File: src/rtl/fcmp_pkg.sv
package fcmp_pkg;

    typedef enum logic [2:0] {
        PRED_EQ    = 3'd0,
        PRED_LT    = 3'd1,
        PRED_LE    = 3'd2,
        PRED_UNORD = 3'd3,
        PRED_NE    = 3'd4,
        PRED_NLT   = 3'd5,
        PRED_NLE   = 3'd6,
        PRED_ORD   = 3'd7
    } cmp_pred_e;

    typedef enum logic {
        ST_IDLE    = 1'b0,
        ST_PRESENT = 1'b1
    } out_state_e;

endpackage

File: src/rtl/fcmp_classify.sv
module fcmp_classify #(
    parameter int EXP_W = 8,
    parameter int MAN_W = 23,
    localparam int WORD_W = 1 + EXP_W + MAN_W
) (
    input  logic [WORD_W-1:0] word_i,
    output logic              nan_o,
    output logic              zero_o,
    output logic              sign_o,
    output logic [WORD_W-2:0] mag_o
);

    logic [EXP_W-1:0] exp_f;
    logic [MAN_W-1:0] man_f;

    always_comb begin
        sign_o = word_i[WORD_W-1];
        mag_o  = word_i[WORD_W-2:0];
        exp_f  = word_i[WORD_W-2:MAN_W];
        man_f  = word_i[MAN_W-1:0];
        nan_o  = (&exp_f) && (|man_f);
        zero_o = (mag_o == '0);
    end

endmodule

File: src/rtl/fcmp_order.sv
module fcmp_order #(
    parameter int MAG_W = 31
) (
    input  logic             a_nan_i,
    input  logic             a_zero_i,
    input  logic             a_sign_i,
    input  logic [MAG_W-1:0] a_mag_i,
    input  logic             b_nan_i,
    input  logic             b_zero_i,
    input  logic             b_sign_i,
    input  logic [MAG_W-1:0] b_mag_i,
    output logic             eq_o,
    output logic             lt_o,
    output logic             unord_o
);

    logic both_zero;

    always_comb begin
        both_zero = a_zero_i && b_zero_i;
        unord_o   = a_nan_i || b_nan_i;
        eq_o      = both_zero || ((a_sign_i == b_sign_i) && (a_mag_i == b_mag_i));
        if (both_zero) begin
            lt_o = 1'b0;
        end else if (a_sign_i != b_sign_i) begin
            lt_o = a_sign_i;
        end else if (a_sign_i) begin
            lt_o = (a_mag_i > b_mag_i);
        end else begin
            lt_o = (a_mag_i < b_mag_i);
        end
    end

endmodule

File: src/rtl/fcmp_pred_sel.sv
module fcmp_pred_sel
    import fcmp_pkg::*;
(
    input  logic [2:0] pred_i,
    input  logic       eq_i,
    input  logic       lt_i,
    input  logic       unord_i,
    output logic       hit_o
);

    cmp_pred_e pred;

    always_comb begin
        pred = cmp_pred_e'(pred_i);
        unique case (pred)
            PRED_EQ:    hit_o = eq_i && !unord_i;
            PRED_LT:    hit_o = lt_i && !unord_i;
            PRED_LE:    hit_o = (lt_i || eq_i) && !unord_i;
            PRED_UNORD: hit_o = unord_i;
            PRED_NE:    hit_o = !eq_i || unord_i;
            PRED_NLT:   hit_o = !lt_i || unord_i;
            PRED_NLE:   hit_o = !(lt_i || eq_i) || unord_i;
            PRED_ORD:   hit_o = !unord_i;
            default:    hit_o = 1'b0;
        endcase
    end

endmodule

File: src/rtl/fcmp_mask_unit.sv
module fcmp_mask_unit
    import fcmp_pkg::*;
#(
    parameter int LANES = 4,
    parameter int EXP_W = 8,
    parameter int MAN_W = 23,
    localparam int LANE_W = 1 + EXP_W + MAN_W,
    localparam int BUS_W  = LANES * LANE_W
) (
    input  logic             clk_i,
    input  logic             rst_i,
    input  logic             req_valid_i,
    input  logic             scalar_i,
    input  logic [2:0]       pred_i,
    input  logic [BUS_W-1:0] src_a_i,
    input  logic [BUS_W-1:0] src_b_i,
    output logic             rsp_valid_o,
    output logic [BUS_W-1:0] mask_o
);

    localparam int MAG_W = LANE_W - 1;

    out_state_e       state_q;
    out_state_e       state_d;
    logic [BUS_W-1:0] mask_d;
    logic [BUS_W-1:0] mask_q;

    for (genvar l = 0; l < LANES; l++) begin : g_lane
        logic [LANE_W-1:0] a_w;
        logic [LANE_W-1:0] b_w;
        logic              a_nan, a_zero, a_sign;
        logic              b_nan, b_zero, b_sign;
        logic [MAG_W-1:0]  a_mag, b_mag;
        logic              eq, lt, unord, hit;

        assign a_w = src_a_i[l*LANE_W +: LANE_W];
        assign b_w = src_b_i[l*LANE_W +: LANE_W];

        fcmp_classify #(.EXP_W(EXP_W), .MAN_W(MAN_W)) u_cls_a (
            .word_i (a_w),
            .nan_o  (a_nan),
            .zero_o (a_zero),
            .sign_o (a_sign),
            .mag_o  (a_mag)
        );

        fcmp_classify #(.EXP_W(EXP_W), .MAN_W(MAN_W)) u_cls_b (
            .word_i (b_w),
            .nan_o  (b_nan),
            .zero_o (b_zero),
            .sign_o (b_sign),
            .mag_o  (b_mag)
        );

        fcmp_order #(.MAG_W(MAG_W)) u_order (
            .a_nan_i  (a_nan),
            .a_zero_i (a_zero),
            .a_sign_i (a_sign),
            .a_mag_i  (a_mag),
            .b_nan_i  (b_nan),
            .b_zero_i (b_zero),
            .b_sign_i (b_sign),
            .b_mag_i  (b_mag),
            .eq_o     (eq),
            .lt_o     (lt),
            .unord_o  (unord)
        );

        fcmp_pred_sel u_pred (
            .pred_i  (pred_i),
            .eq_i    (eq),
            .lt_i    (lt),
            .unord_i (unord),
            .hit_o   (hit)
        );

        if (l == 0) begin : g_head
            assign mask_d[l*LANE_W +: LANE_W] = {LANE_W{hit}};
        end else begin : g_tail
            assign mask_d[l*LANE_W +: LANE_W] = scalar_i ? a_w : {LANE_W{hit}};
        end
    end

    // Next-state selection for the output machine
    always_comb begin
        state_d = state_q;
        unique case (state_q)
            ST_IDLE:    state_d = req_valid_i ? ST_PRESENT : ST_IDLE;
            ST_PRESENT: state_d = req_valid_i ? ST_PRESENT : ST_IDLE;
            default:    state_d = ST_IDLE;
        endcase
    end

    // State register
    always_ff @(posedge clk_i) begin
        if (rst_i) begin
            state_q <= ST_IDLE;
        end else begin
            state_q <= state_d;
        end
    end

    // Output register
    always_ff @(posedge clk_i) begin
        if (rst_i) begin
            mask_q <= '0;
        end else if (req_valid_i) begin
            mask_q <= mask_d;
        end
    end

    assign rsp_valid_o = (state_q == ST_PRESENT);
    assign mask_o      = mask_q;

endmodule

File: config.mk
export PLATFORM = sky130hd
export DESIGN_NAME = fcmp_mask_unit
export DESIGN_NICKNAME = d
export VERILOG_FILES = /design/src/rtl/fcmp_pkg.sv /design/src/rtl/fcmp_classify.sv /design/src/rtl/fcmp_order.sv /design/src/rtl/fcmp_pred_sel.sv /design/src/rtl/fcmp_mask_unit.sv
export SDC_FILE = /design/constraint.sdc
export NUM_CORES = 1
export LEC_CHECK = 0
export BUFFER_PORTS_ARGS = -buffer_cell sky130_fd_sc_hd__buf_2
export CAP_MARGIN = 40
export CORE_AREA = 2 2 153 155
export DETAILED_ROUTE_END_ITERATION = 8
export DIE_AREA = 0 0 155 157
export GPL_TIMING_DRIVEN = 0
export PLACE_DENSITY = 0.69
export SYNTH_ARGS = -nofsm -noshare
export SYNTH_HDL_FRONTEND = slang
export SYNTH_SLANG_ARGS = --single-unit
File: constraint.sdc
create_clock -name clk_i -period 5 [get_ports clk_i]
set_clock_uncertainty 0.1 [all_clocks]
set_input_delay 0.5 -clock clk_i [delete_from_list [all_inputs] [get_ports clk_i]]
set_output_delay 0.5 -clock clk_i [all_outputs]
set_load 0.05 [all_outputs]
# == After elaboration in Yosys (flattened, before gate mapping) ==
# Cells that the tools add are included.
# Widths: inputs -> output; s select.
# word_totals
elab_cells,142
reg_bits,129
inputBits,263
# op_classes
muxes,20
magnitude_cmp,8
n_reduce_logical,93
eq_ne,19
# op_table
cell,count
$logic_not 31->1,8
$reduce_or 23->1,8
$eq 31x31->1,4
$gt 31x31->1,4
$lt 31x31->1,4
$mux 32,3
$reduce_and 8->1,8
$pmux 1 s8,4
$logic_and 1x1->1,28
$logic_or 1x1->1,24
$logic_not 1->1,16
$mux 1,13
$eq 3x3->1 const B,4
$eq 3x2->1 const B,2
$eq 1x1->1,4
$ne 1x1->1,4
$eq 3x1->1 const B,1
$logic_not 3->1,1

# == Longest topological paths before layout ==
# depth
depth_word,9
mapped_depth,13
ltp_nobuf,11

# == Modules after synthesis ==
# From an unflattened synthesis, not the netlist that was laid out.
# hier_totals
cells_unflattened,1344
hier_area_um2,10477.5
# modules_own_cells
mod,area_each_um2,n_inst,cells_each
fcmp_mask_unit,4196.5,1,476
fcmp_order,835.8,4,115
fcmp_classify,342.8,8,48
fcmp_pred_sel,48.8,4,6

# == Worst setup path before layout ==
# OpenSTA, ideal clock, no wires.
# synth_timing
path_kind,input to register
from,in src_b_i[125]
to,reg mask_q[100] (netlist: mask_o[100])
path_buffers,1
path_stages,12
arrival_ns,2.777
setup_slack_ns,1.991
path_cell_list,inv_1 > ha_1 > nand4_1 > nor4_1 > nand4_1 > or3_1 > nor2_1 > a31oi_1 > and3_1 > nor4_4 > buf_6 > nor3_1
# synth_between
elab_chain_cells,9
elab_cells_between_ends,26
# synth_rtl
element,line,rtl
start: declaration,fcmp_mask_unit.sv:16,"input logic [BUS_W-1:0] src_b_i,"
$lt 31x31->1 / $gt 31x31->1 (equally long branches),"fcmp_order.sv:30, fcmp_order.sv:28",
$mux 1,fcmp_order.sv:27,end else if (a_sign_i) begin
$mux 1,fcmp_order.sv:25,end else if (a_sign_i != b_sign_i) begin
$mux 1,fcmp_order.sv:23,if (both_zero) begin
$logic_or 1x1->1,"fcmp_pred_sel.sv:18, fcmp_pred_sel.sv:22",
$logic_not 1->1,fcmp_pred_sel.sv:22,PRED_NLE: hit_o = !(lt_i || eq_i) || unord_i;
$logic_or 1x1->1,fcmp_pred_sel.sv:22,
$pmux 1 s8 *,fcmp_pred_sel.sv:15,unique case (pred)
$mux 32 *,fcmp_mask_unit.sv:80,assign mask_d[l*LANE_W +: LANE_W] = scalar_i ? a_w : {LANE_W{hit}};
end signal: assignment,fcmp_mask_unit.sv:108,mask_q <= mask_d;
end: declaration,fcmp_mask_unit.sv:26,logic [BUS_W-1:0] mask_q;
# Mark *: on every way between the ends. The rest lies on a longest branch, timed or not.
# A chain may end at the register's enable or synchronous reset.

# == Worst setup path in the final report ==
# layout_timing
from,in src_b_i[126]
to,reg mask_q[125] (netlist: mask_o[125])
# The elaborated chain is that of the path after synthesis.

==> results.json <==
{
  "initial_core_util": 0.3545,
  "most_used_cells_in_the_layout_excluding_fill_and_tap_cells": "sky130_fd_sc_hd__buf_2, sky130_fd_sc_hd__inv_1, sky130_fd_sc_hd__ha_1",
  "synth-async-reset-ratio": 0,
  "yosysSeqAreaShare": 0.2460,
  "crit_type": "in -> reg",
  "fin_worst_hold_slack_ns": 0.3289,
  "required_time_of_the_critical_path_ns": 5.11,
  "fillers": 2256,
  "synth_area_mm2": 0.007976,
  "yosysTopAreaCellShare": 0.2460,
  "cts-root-buf": "sky130_fd_sc_hd__clkbuf_16",
  "seq_power_share": 0.322,
  "dieArea_mm2": 0.02434,
  "antenna_violating_nets_post_route": 0,
  "holdCritPathClass": "in -> reg",
  "die_width_um": 155,
  "max_slew_headroom": 0.4579,
  "netlist-cell-type-count": 60,
  "final_util": 0.4708,
  "slew_violations": 0,
  "power.switching_fraction": 0.4222,
  "cts_hold_repair.buffers": 0,
  "cts-root-to-sink-buffers": 2,
  "drive_above_1_share": 0.3168,
  "num-nets-final": 1815,
  "n_antenna_cell": 0,
  "post_dp_cell_area_mm2": 0.01027,
  "synth_area_leaders": "sky130_fd_sc_hd__dfxtp_1, sky130_fd_sc_hd__ha_1, sky130_fd_sc_hd__inv_1",
  "synth_edf_count": 0,
  "final.setup.tns_ns": 0,
  "cap_violations": 0,
  "status": "completed",
  "placement.setup.worst_slack_ns": 1.376,
  "power.static_leakage_nw": 5.583,
  "starting_drt_drc_count": 550,
  "placement_rows": 55,
  "setup-violations-final": 0,
  "vdd_drop_max_v": 0.0001543,
  "final_cell_count_no_fill": 1718,
  "final-hold-violation-count": 0,
  "final.period_utilization": 0.6601,
  "tritoncts.num_buffers": 9,
  "rsz0062_at_grt": "false",
  "drt_wl_total_um": 29300,
  "postCtsSetupBuffers": 0,
  "mostFrequentLayoutCell": "sky130_fd_sc_hd__buf_2",
  "timing.reg2reg.worst_path_depth": 2,
  "detail_route.vias_per_cell": 5.361,
  "timing.rr.end": "mask_o[31]$_SDFFE_PP0P_",
  "achievable-frequency_mhz": 303.0,
  "clock_tree.htree_level_count": 3,
  "timing.reg2reg.setup_slack_ns": 3.87,
  "clock_latency_ns": 0.34,
  "slew_worst_pin_ns": 0.8132,
  "path_max_fanout": 10,
  "grt_antenna_before_repair": 0,
  "post_synth_inst_count": 1031,
  "first_global_vias": 8610,
  "synth_top_cell_by_area": "sky130_fd_sc_hd__dfxtp_1",
  "total_power_mw": 2.849,
  "postLayoutSetupSlackWorst_ns": 1.699,
  "pin_count_of_the_biggest_net_entering_global_routing": 20,
  "internal_power_mw": 1.646,
  "port_buffers": 385,
  "crit_path_end_kind": "flop",
  "grt-ovfl-total": 0,
  "rr_startpoint": "mask_o[31]$_SDFFE_PP0P_",
  "yosys_register_bits": 98,
  "placeableCoreArea_mm2": 0.02250,
  "first_pass_grt_wire_length_um": 44950,
  "routed_wire_per_std_cell_um": 17.06,
  "post-route-min-period_ns": 3.301,
  "estimated_wirelength_of_the_detail_placed_design_um": 24700,
  "worstPathArrival_ns": 3.41,
  "synth-warning-count": 0,
  "syn-num-nets": 1418,
  "syn-mean-instance-area_um2": 7.737,
  "post_cts_resized": 0,
  "tritoncts": "yes",
  "power_density_mw_per_mm2": 268.9,
  "dominantRegCellSynth": "sky130_fd_sc_hd__dfxtp_1",
  "area_growth_syn_to_fin_pct": 32.83,
  "drt-pass1-iter-count": 5,
  "worst_hold_path.endpoint": "mask_o[32]$_SDFFE_PP0P_",
  "stdcell_area_mm2": 0.01060,
  "clk_pin_slew_ns": 0.08,
  "drc": 0,
  "die_h_um": 157,
  "start_kind": "input pin",
  "io-pin-count": 392,
  "comb_power_share": 0.407,
  "power.share.clock": 0.271,
  "holdCritStartpoint": "src_a_i[32]",
  "routed_vias": 9211,
  "worstHoldPathCells": 3,
  "p_sw_mw": 1.203,
  "place_congestion": 0.9588,
  "gr-usage-all-layers": 0.2319,
  "cts_num_sinks": 98,
  "place_inst": 1702
}
[state kept, by name (all words and copies together), names as in the netlist]
register,flops
mask_o,97
rsp_valid_o,1
[final cells by class]
| class | count | area [um2] | area share |
|---|---|---|---|
| plain buffers | 73 | 447.9 | 0.04228 |
| clock buffers | 9 | 225.2 | 0.02126 |
| clock inverters | 7 | 95.09 | 0.008975 |
| inverters | 137 | 514.2 | 0.04854 |
| multi-input cells | 723 | 5052 | 0.4769 |
| flip-flops and latches | 98 | 1962 | 0.1852 |
| well taps | 285 | 356.6 | 0.03366 |
| repair buffers | 386 | 1942 | 0.1833 |
[layer usage]
layer,GRT usage,vias to the layer above,wire length (um),share of wire
met5,0,-,0,0
met4,0.06305,0,502,0.017
met3,0.04075,31,2014,0.069
met2,0.4146,380,14400,0.49
met1,0.2866,4264,12390,0.42
li1,-,4536,-,-
[cell families (layout without fill, tap and decap cells)]
kind of cell             count (synthesis)  in the layout  synth area share
AND/OR/NAND/NOR                        363            363            0.2488
flip-flops                              98             98            0.2460
XOR/XNOR                                 6              6          0.006589
adder cells (fa/ha/maj)                124            124            0.1945
buffers and inverters                  210            612            0.1206
AO/OA/AOI/OAI                          230            230            0.1835
[power groups by stage]
stage	logic [mW]	registers [mW]	clock network, mW
2_1_floorplan	0.470	1.24	0
5_1_grt	1.25	0.929	0.829
3_3_place_gp	1.14	0.936	0
3_5_place_dp	1.16	0.934	0
6_report	1.16	0.917	0.773
4_1_cts	1.16	0.917	0.802
[worst max-delay path by stage]
stage	startpoint	endpoint	slack (ns)
after floorplan	src_b_i[125]	mask_o[100]$_SDFFE_PP0P_	1.99
after global placement	src_b_i[124]	mask_o[99]$_SDFFE_PP0P_	1.39
after detailed placement	src_b_i[124]	mask_o[121]$_SDFFE_PP0P_	1.38
after CTS	src_b_i[124]	mask_o[125]$_SDFFE_PP0P_	1.75
after global routing	src_b_i[125]	mask_o[121]$_SDFFE_PP0P_	1.51
final	src_b_i[126]	mask_o[125]$_SDFFE_PP0P_	1.70
[synthesized netlist by cell type (31+ instances only)]
master                     instances
sky130_fd_sc_hd__inv_1           137
sky130_fd_sc_hd__ha_1            124
sky130_fd_sc_hd__dfxtp_1          98
sky130_fd_sc_hd__nor2_1           89
sky130_fd_sc_hd__o22ai_1          66
sky130_fd_sc_hd__nor4_1           59
sky130_fd_sc_hd__nor3_1           48
sky130_fd_sc_hd__nand4_1          47
sky130_fd_sc_hd__o21ai_0          45
sky130_fd_sc_hd__a21oi_1          38
sky130_fd_sc_hd__a21o_1           34
sky130_fd_sc_hd__nand3b_1         33
sky130_fd_sc_hd__buf_4            31
sky130_fd_sc_hd__clkbuf_1         31
[worst max-delay path, stage by stage]
cell and delay (ns):
sky130_fd_sc_hd__buf_2 0.12, sky130_fd_sc_hd__inv_1 0.05, sky130_fd_sc_hd__ha_1 0.29, sky130_fd_sc_hd__nand4_1 0.15
sky130_fd_sc_hd__nor4_1 0.46, sky130_fd_sc_hd__nand4_1 0.21, sky130_fd_sc_hd__or3_1 0.45, sky130_fd_sc_hd__nor2_1 0.11
sky130_fd_sc_hd__a31oi_1 0.06, sky130_fd_sc_hd__and3_1 0.19, sky130_fd_sc_hd__nor4_4 0.52, sky130_fd_sc_hd__buf_6 0.22
sky130_fd_sc_hd__nor3_1 0.06
Power figures use the tool's default switching activity.
